$ cat config.mk
export PLATFORM = sky130hd
export DESIGN_NAME = fault_report_unit
export DESIGN_NICKNAME = d
export VERILOG_FILES = /design/src/rtl/fru_pkg.sv /design/src/rtl/fru_format.sv /design/src/rtl/fru_hold.sv /design/src/rtl/fru_readmux.sv /design/src/rtl/fault_report_unit.sv
export SDC_FILE = /design/constraint.sdc
export NUM_CORES = 1
export LEC_CHECK = 0
export CAP_MARGIN = 20
export CORE_ASPECT_RATIO = 0.7
export CORE_MARGIN = 5
export CORE_UTILIZATION = 44
export CTS_CLUSTER_DIAMETER = 100
export DETAILED_ROUTE_END_ITERATION = 6
export PLACE_DENSITY_LB_ADDON = 0.15
export REMOVE_ABC_BUFFERS = 1
export SLEW_MARGIN = 10
export SYNTH_ARGS = -nofsm -noshare
export SYNTH_HDL_FRONTEND = slang
export SYNTH_SLANG_ARGS = --single-unit
export TNS_END_PERCENT = 1
$ cat constraint.sdc
create_clock -name clk -period 2.8 [get_ports clk]
set_clock_uncertainty 0.2 [all_clocks]
set_input_delay 0.84 -clock clk [delete_from_list [all_inputs] [get_ports clk]]
set_output_delay 0.84 -clock clk [all_outputs]
set_load 0.005 [all_outputs]
$ cat src/rtl/fru_pkg.sv
package fru_pkg;

    localparam int unsigned WORD_BYTES = 4;

    localparam logic [3:0] OFS_KIND  = 4'h0;
    localparam logic [3:0] OFS_INFOA = 4'h4;
    localparam logic [3:0] OFS_INFOB = 4'h8;

    typedef enum logic [1:0] {
        KIND_NONE = 2'd0,
        KIND_REG  = 2'd1,
        KIND_MEM  = 2'd2
    } fault_kind_e;

    typedef struct packed {
        fault_kind_e kind;
        logic [31:0] info_a;
        logic [31:0] info_b;
    } fault_rec_t;

    // Reported range size: never below one word.
    function automatic logic [31:0] range_bytes(input logic [1:0] width_code);
        logic [31:0] raw;
        raw = 32'd1 << width_code;
        return (raw < WORD_BYTES) ? 32'(WORD_BYTES) : raw;
    endfunction

    function automatic logic [31:0] word_floor(input logic [31:0] a);
        return a & ~32'(WORD_BYTES - 1);
    endfunction

endpackage

$ cat src/rtl/fru_format.sv
module fru_format
    import fru_pkg::*;
#(
    parameter int unsigned ADDR_W  = 32,
    parameter int unsigned REGID_W = 5
) (
    input  logic               is_mem,
    input  logic [REGID_W-1:0] reg_id,
    input  logic [ADDR_W-1:0]  addr,
    input  logic [1:0]         width,
    output fault_rec_t         rec
);
    always_comb begin
        if (is_mem) begin
            rec.kind   = KIND_MEM;
            rec.info_a = word_floor(32'(addr));
            rec.info_b = range_bytes(width);
        end else begin
            rec.kind   = KIND_REG;
            rec.info_a = 32'(reg_id);
            rec.info_b = '0;
        end
    end
endmodule

$ cat src/rtl/fru_hold.sv
module fru_hold
    import fru_pkg::*;
(
    input  logic       clk,
    input  logic       rst,
    input  logic       post,
    input  fault_rec_t new_rec,
    input  logic       ack,
    output fault_rec_t held,
    output logic       ovf,
    output logic       pending
);
    assign pending = (held.kind != KIND_NONE);

    always_ff @(posedge clk) begin
        if (rst) begin
            held <= '0;
            ovf  <= 1'b0;
        end else begin
            if (ack) begin
                held <= '0;
                ovf  <= 1'b0;
            end
            if (post) begin
                if (pending && !ack) ovf  <= 1'b1;
                else                 held <= new_rec;
            end
        end
    end

    p_capture_raises_r2: assert property (@(posedge clk) disable iff (rst)
        (post && !pending) |=> pending);

    p_ack_clears_r7: assert property (@(posedge clk) disable iff (rst)
        (ack && !post) |=> (!pending && !ovf && held.info_a == 32'd0));

    p_drop_keeps_r8: assert property (@(posedge clk) disable iff (rst)
        (post && pending && !ack) |=> ($stable(held) && ovf));

    p_both_same_edge_r9: assert property (@(posedge clk) disable iff (rst)
        (post && ack) |=> (pending && !ovf));

    p_mem_aligned_r5: assert property (@(posedge clk) disable iff (rst)
        (held.kind == KIND_MEM) |-> (held.info_a[1:0] == 2'b00));

    p_reg_infob_zero_r4: assert property (@(posedge clk) disable iff (rst)
        (held.kind == KIND_REG) |-> (held.info_b == 32'd0));
endmodule

$ cat src/rtl/fru_readmux.sv
module fru_readmux
    import fru_pkg::*;
#(
    parameter int unsigned OFF_W = 4
) (
    input  logic             rd_en,
    input  logic [OFF_W-1:0] off,
    input  fault_rec_t       held,
    input  logic             ovf,
    output logic [31:0]      rdata
);
    always_comb begin
        rdata = '0;
        if (rd_en) begin
            unique case (off)
                OFF_W'(OFS_KIND):  rdata = {ovf, 29'd0, held.kind};
                OFF_W'(OFS_INFOA): rdata = held.info_a;
                OFF_W'(OFS_INFOB): rdata = held.info_b;
                default:           rdata = '0;
            endcase
        end
    end
endmodule

$ cat src/rtl/fault_report_unit.sv
module fault_report_unit
    import fru_pkg::*;
#(
    parameter int unsigned ADDR_W  = 32,
    parameter int unsigned REGID_W = 5,
    parameter int unsigned OFF_W   = 4
) (
    input  logic               clk,
    input  logic               rst,
    input  logic               evt_valid,
    input  logic               evt_is_mem,
    input  logic [REGID_W-1:0] evt_reg_id,
    input  logic [ADDR_W-1:0]  evt_addr,
    input  logic [1:0]         evt_width,
    input  logic               bus_sel,
    input  logic               bus_wr,
    input  logic [OFF_W-1:0]   bus_addr,
    input  logic [31:0]        bus_wdata,
    output logic [31:0]        bus_rdata,
    output logic               irq
);
    fault_rec_t new_rec;
    fault_rec_t held;
    logic       ovf;
    logic       pending;
    logic       ack;
    logic       rd_en;
    logic       unused_wdata;

    assign ack          = bus_sel && bus_wr && (bus_addr == OFF_W'(OFS_KIND));
    assign rd_en        = bus_sel && !bus_wr;
    assign unused_wdata = ^bus_wdata;

    fru_format #(.ADDR_W(ADDR_W), .REGID_W(REGID_W)) u_format (
        .is_mem (evt_is_mem),
        .reg_id (evt_reg_id),
        .addr   (evt_addr),
        .width  (evt_width),
        .rec    (new_rec)
    );

    fru_hold u_hold (
        .clk     (clk),
        .rst     (rst),
        .post    (evt_valid),
        .new_rec (new_rec),
        .ack     (ack),
        .held    (held),
        .ovf     (ovf),
        .pending (pending)
    );

    fru_readmux #(.OFF_W(OFF_W)) u_readmux (
        .rd_en (rd_en),
        .off   (bus_addr),
        .held  (held),
        .ovf   (ovf),
        .rdata (bus_rdata)
    );

    assign irq = pending;

    p_irq_low_reset_r1: assert property (@(posedge clk)
        $past(rst) |-> !irq);
endmodule

==> reports/results.ini, run 1 <==
[yosys]
synthXorXnorAreaFrac = 0
ys_ff_latch = 67
synthMuxAreaShare = 0.137
yosys.area_share.simple = 0.256
synth_top_family_by_area = simple AND/OR/NAND/NOR gates
synth_largest_area_cell = dfxtp_1
synth_ff_type = dfxtp_1
syn_area_per_cell_um2 = 9.38
synth_area_leaders = dfxtp_1 45%, mux2i_1 13%, a22oi_1 7.6%
netlist_top_cells_count = 67 x dfxtp_1, 37 x mux2i_1, 35 x nand2_1, 34 x nand2b_1, 33 x nor2_1
netlist.area_leader.share = 0.454
synth_compound_area_frac = 0.104
post-synth-top-count-cell = dfxtp_1
yosysSeqAreaShare = 0.454
ys_warn_count = 0
synth_edf_count = 0
syn_area_um2 = 2960
synthArstFlopShare = 0
syn_inst = 315
synth_fa_ha_area_frac = 0
synth_cell_types = 27

[clock_tree]
clk_transition_reported_paths_ps = 70
cts.path.max_buffers = 2
cts_tree = yes
clk_latency_ps = 330
cts_buffers = 9
holdBufCountCts = 0
clock-sinks = 67
htree_levels = 3
root_buffer = clkbuf_8

[setup_path]
critPathKind = primary input to primary output
crit_fanout = 8
setup.worst_path.start_class = primary input
worstPathRequired_ps = 1760
crit_path_end_kind = primary output
ff2ff_setup_slack_ps = 1230
cp.arrival_ps = 1960

[place]
dpl_cell_area_um2 = 3890
io_buffer_count = 79
routabilityCongestion = 0.754
dp_hpwl_um = 4750

[power]
power.leakage_nw = 1.79
power_density_nw_per_um2 = 477
swShare = 0.232
switching_power_w = 0.000507
intPower_w = 0.00168
peakVddDrop_v = 0.000245
clkPwrFrac = 0.422
p_comb_frac = 0.128
seq_power_share = 0.450
power.total_w = 0.00219

[drt]
drt_first_iter_violations = 88
vias = 2556
routed_wl_um = 8550
ant_nets = 0
first_pass_iters = 4
vias_per_cell = 4.99
wl_per_cell_um = 16.7
drcViolationCount = 0

[outcome]
violations = setup timing
status = finished with violations

[timing]
fin_setup_tns_ps = -4180
setup_viol = 30
maxSlewHeadroom = 0.673
setup_ws_ps = -199
worst-slew-pin-transition_ps = 489
whs_ps = 267
hold_violations = 0
slew_viol_final = 0
grt_setup_unrepaired = true
finalCritPeriodShare = 1.07
min_period_ps = 3000
max_freq_mhz = 333

[final_layout]
utilization = 0.690
drive_gt1_frac = 0.352
antennaDiodeCount = 0
syn_to_final_growth_pct = 54.9
nFillCells = 507
fin_area_um2 = 4580
final_nets = 494

[floorplan]
die-width_um = 108
die_y_um = 78.6
core_um2 = 6630
row_count = 25
io_pins = 114
die_area_um2 = 8480
initial_core_util = 0.446

[flow_run]
drv_cap = 0

[grt]
grt_usage = 0.215
overflow = 0
grt_max_degree = 34
first_global_vias = 2768
antenna_found_initial = 0
grt_pass1_wl_um = 14300

[min_path]
min_path_type = flop to flop

## per-layer routing
| layer | GRT usage | part of all wire | up-vias |
|---|---|---|---|
| met5 | 0 | 0 | - |
| met3 | 0.0674 | 0.066 | 12 |
| met4 | 0.0517 | 0.0078 | 0 |
| li1 | - | - | 1261 |
| met1 | 0.274 | 0.45 | 1209 |
| met2 | 0.354 | 0.47 | 74 |
## state kept, by name, indices dropped and copies added (netlist names)
register	count
u_hold.ovf	1
u_hold.held	66
## worst paths after layout
| kind | from | depth (start not counted) | endpoint |
|---|---|---|---|
| max | bus_addr[1] | 8 | bus_rdata[25] |
| min | u_hold.held[14] | 1 | u_hold.held[14] |
| max reg2reg | u_hold.held[64] | 4 | u_hold.held[36] |
| min reg2reg | u_hold.held[14] | 1 | u_hold.held[14] |
## logic make-up after synthesis
logic type	Yosys count
muxes	40
DFF	67
and+or+nand+nor	142
buffers and inverters	26
AOI/OAI and AO/OA	40
## per-stage QoR
| stage | setup WS, ps | std cells |
|---|---|---|
| after floorplan | -1310 | 291 |
| after global placement | -920 | 477 |
| after detailed placement | -940 | 477 |
| after CTS | -253 | 510 |
| after global routing | -251 | 512 |
| final | -199 | 512 |
## critical path, stage by stage
cell	delay [ps]
buf_12	110
nor4b_4	320
buf_6	180
buf_12	140
buf_4	110
a22oi_2	50
nor2_4	90
buf_2	120
## placed cells by master, fill, tap and decap left out, types with 2 or more instances in the layout
cell type and instances:
a21oi_1 2, a22oi_1 6, a22oi_2 24, a2bb2oi_1 2
and2_1 30, buf_12 10, buf_16 2, buf_2 29
buf_4 11, buf_6 9, buf_8 4, bufinv_16 2
clkbuf_8 11, clkdlybuf4s50_1 41, dfxtp_1 67, inv_1 2
mux2_2 3, mux2i_1 37, nand2_1 34, nand2b_1 34
nor2_1 5, nor2_2 14, nor2_4 14, nor2b_1 2
nor3b_4 2, nor4b_4 2
## power by group through the flow
stage	combinational [W]	sequential, W	clock, W
floorplan	0.000116	0.00100	0
detailed placement	0.000239	0.00100	0
CTS	0.000276	0.000983	0.000924
global route	0.000298	0.000986	0.000986
global placement	0.000237	0.00100	0
finish	0.000280	0.000984	0.000922
## area by class of cell
class / instances / area (um^2) / area share
Clock buffer: 12 / 155 / 0.0339
Clock inverter: 4 / 72.6 / 0.0159
Tap cell: 94 / 118 / 0.0257
Inverter: 2 / 7.51 / 0.00164
Sequential cell: 67 / 1340 / 0.293
Multi-Input combinational cell: 222 / 1770 / 0.386
Timing Repair Buffer: 111 / 1120 / 0.244
## repair_timing
item	CTS	global route
gates cloned	5	0
buffers inserted	12	4
gates resized for setup	235	20
setup endpoints to repair	32	32
pin swaps	11	10
(Power assumes the default switching activity.)
==> run 2: changes to the inputs <==
--- a/config.mk
+++ b/config.mk
@@ -5,7 +5,6 @@
 export SDC_FILE = /design/constraint.sdc
 export NUM_CORES = 1
 export LEC_CHECK = 0
-export CAP_MARGIN = 20
 export CORE_ASPECT_RATIO = 0.7
 export CORE_MARGIN = 5
 export CORE_UTILIZATION = 44
==> results of run 2 <==
Same layout as run 1: the final DEF is identical, and so are final timing and power.
==> run 3: changes to the inputs <==
--- a/config.mk
+++ b/config.mk
@@ -12,6 +12,7 @@
 export DETAILED_ROUTE_END_ITERATION = 6
 export PLACE_DENSITY_LB_ADDON = 0.15
 export REMOVE_ABC_BUFFERS = 1
+export SKIP_CTS_REPAIR_TIMING = 1
 export SLEW_MARGIN = 10
 export SYNTH_ARGS = -nofsm -noshare
 export SYNTH_HDL_FRONTEND = slang
==> run 3 against run 2 <==
- the run still ends with setup timing left
- sequential cell count did not move
- maximum frequency about the same
- non-clock buffer count decreased by 9
- critical path depth unchanged
- die area unchanged
- critical endpoint is now bus_rdata[23]
- largest cell class unchanged
==> reports/results.ini, run 3 (synthesized netlist as in run 1, its figures left out) <==
[setup_path]
cp.arrival_ps = 1960
ff2ff_setup_slack_ps = 1220
crit_path_end_kind = primary output
rr_startpoint = u_hold.held[64]
cp_cell_sequence = buf_2 -> nor4b_4 -> buf_4 -> buf_4 -> clkbuf_16 -> a22oi_1 -> nor2_1 -> dlymetal6s2s_1
setup.worst_path.start_class = primary input
crit_cells = 8
timing.rr.end = u_hold.held[36]
worstPathRequired_ps = 1760
crit_fanout = 14
slowest_delay_ps = 210
cp.buffers_inverters = 5
critPathKind = primary input to primary output
cp-startpoint = bus_addr[2]
cpLargestDelayFamily = buffers and inverters
crit_slowest_cell = a22oi_1
reg2reg_depth = 4
path_common_cell = buf_4
crit_path_end = bus_rdata[23]

[grt]
grt_max_degree = 34
overflow = 0
grt_pass1_wl_um = 12200
antenna_found_initial = 0
grt_usage = 0.180
first_global_vias = 2473

[final_layout]
utilization = 0.639
largest_register_ffs = 66
mostFrequentLayoutCells = 67 x dfxtp_1, 41 x clkdlybuf4s50_1, 37 x mux2i_1
antennaDiodeCount = 0
layout_commonest_cell = dfxtp_1
nFillCells = 552
fin_cells = 503
final_nets = 485
drive_gt1_frac = 0.218
syn_to_final_growth_pct = 43.4
fin_area_um2 = 4240
largest_register = u_hold.held
largestRegisters = u_hold.held x66, u_hold.ovf x1

[drt]
routed_wl_um = 7660
first_pass_iters = 4
drt_first_iter_violations = 105
drcViolationCount = 0
vias_per_cell = 4.81
vias = 2421
wl_per_cell_um = 15.2
ant_nets = 0

[clock_tree]
clk_transition_reported_paths_ps = 70
cts_tree = yes
cts_buffers = 9
clk_latency_ps = 330
cts.path.max_buffers = 2
clock-sinks = 67
root_buffer = clkbuf_8
htree_levels = 3

[timing]
slew_viol_final = 0
grt_setup_unrepaired = true
min_period_ps = 3000
setup_viol = 32
max_freq_mhz = 334
worst-slew-pin-transition_ps = 490
hold_violations = 0
fin_setup_tns_ps = -5010
finalCritPeriodShare = 1.07
maxSlewHeadroom = 0.672
setup_ws_ps = -196

[place]
dpl_cell_area_um2 = 3890
placed_cells = 477
dp_hpwl_um = 4750
io_buffer_count = 79
routabilityCongestion = 0.754

[floorplan]
io_pins = 114
die_area_um2 = 8480
initial_core_util = 0.446
die-width_um = 108
row_count = 25
core_um2 = 6630
die_y_um = 78.6

[outcome]
status = finished with violations
violations = setup timing

[min_path]
hold_depth = 1
min_path_type = flop to flop

[power]
power.leakage_nw = 1.82
peakVddDrop_v = 0.000239
power_density_nw_per_um2 = 507

[flow_run]
drv_cap = 0

-- run 3: changes by cell type in the layout (fill, tap and decap cells not counted), sizes merged --
cell,change
dlygate4sd2,-1
clkdlybuf4s15,-2
dlymetal6s2s,+9
clkbuf,+22
buf,-37
-- run 3: area by class of cell --
type / instances / area, um^2 / area share
clock buffer: 12 / 155 / 0.0366
clock inverter: 4 / 72.6 / 0.0171
inverter: 2 / 7.51 / 0.00177
multi-input combinational: 222 / 1550 / 0.366
sequential: 67 / 1340 / 0.317
tap: 94 / 118 / 0.0278
timing repair buffer: 102 / 991 / 0.234
-- run 3: metrics by stage --
stage	setup slack, ps	power, W	hold WS [ps]
floorplan	-1310	0.00112	230
global placement	-920	0.00124	243
detailed placement	-940	0.00124	245
CTS	-945	0.00215	263
global route	-273	0.00224	277
finish	-196	0.00215	261
-- run 3: layer usage --
metal | global-route usage | vias up | wire (um)
li1 | - | 1237 | -
met4 | 0.0492 | 0 | 70
met2 | 0.261 | 63 | 3300
met3 | 0.0624 | 7 | 472
met1 | 0.251 | 1114 | 3820
met5 | 0 | - | 0
-- run 3: where the power goes --
| part | internal, W | switching (W) | leakage, nW |
|---|---|---|---|
| sequential | 0.000971 | 0.0000109 | 0.542 |
| clock | 0.000549 | 0.000364 | 0.113 |
| combinational | 0.000144 | 0.000111 | 1.16 |
| total | 0.00166 | 0.000486 | 1.82 |
-- run 3: how the worst min path moves through the flow --
stage | startpoint | end
floorplan | u_hold.held[0] | u_hold.held[0]
global placement | u_hold.held[12] | u_hold.held[12]
detailed placement | u_hold.held[10] | u_hold.held[10]
CTS | u_hold.held[7] | u_hold.held[7]
global route | u_hold.held[0] | u_hold.held[0]
finish | u_hold.held[10] | u_hold.held[10]
-- run 3: worst register-to-register path, cell delays in order, from the launching register on --
cell	delay, ps
dfxtp_1	370
nor2_1	120
a22oi_2	270
buf_4	320
mux2i_1	230
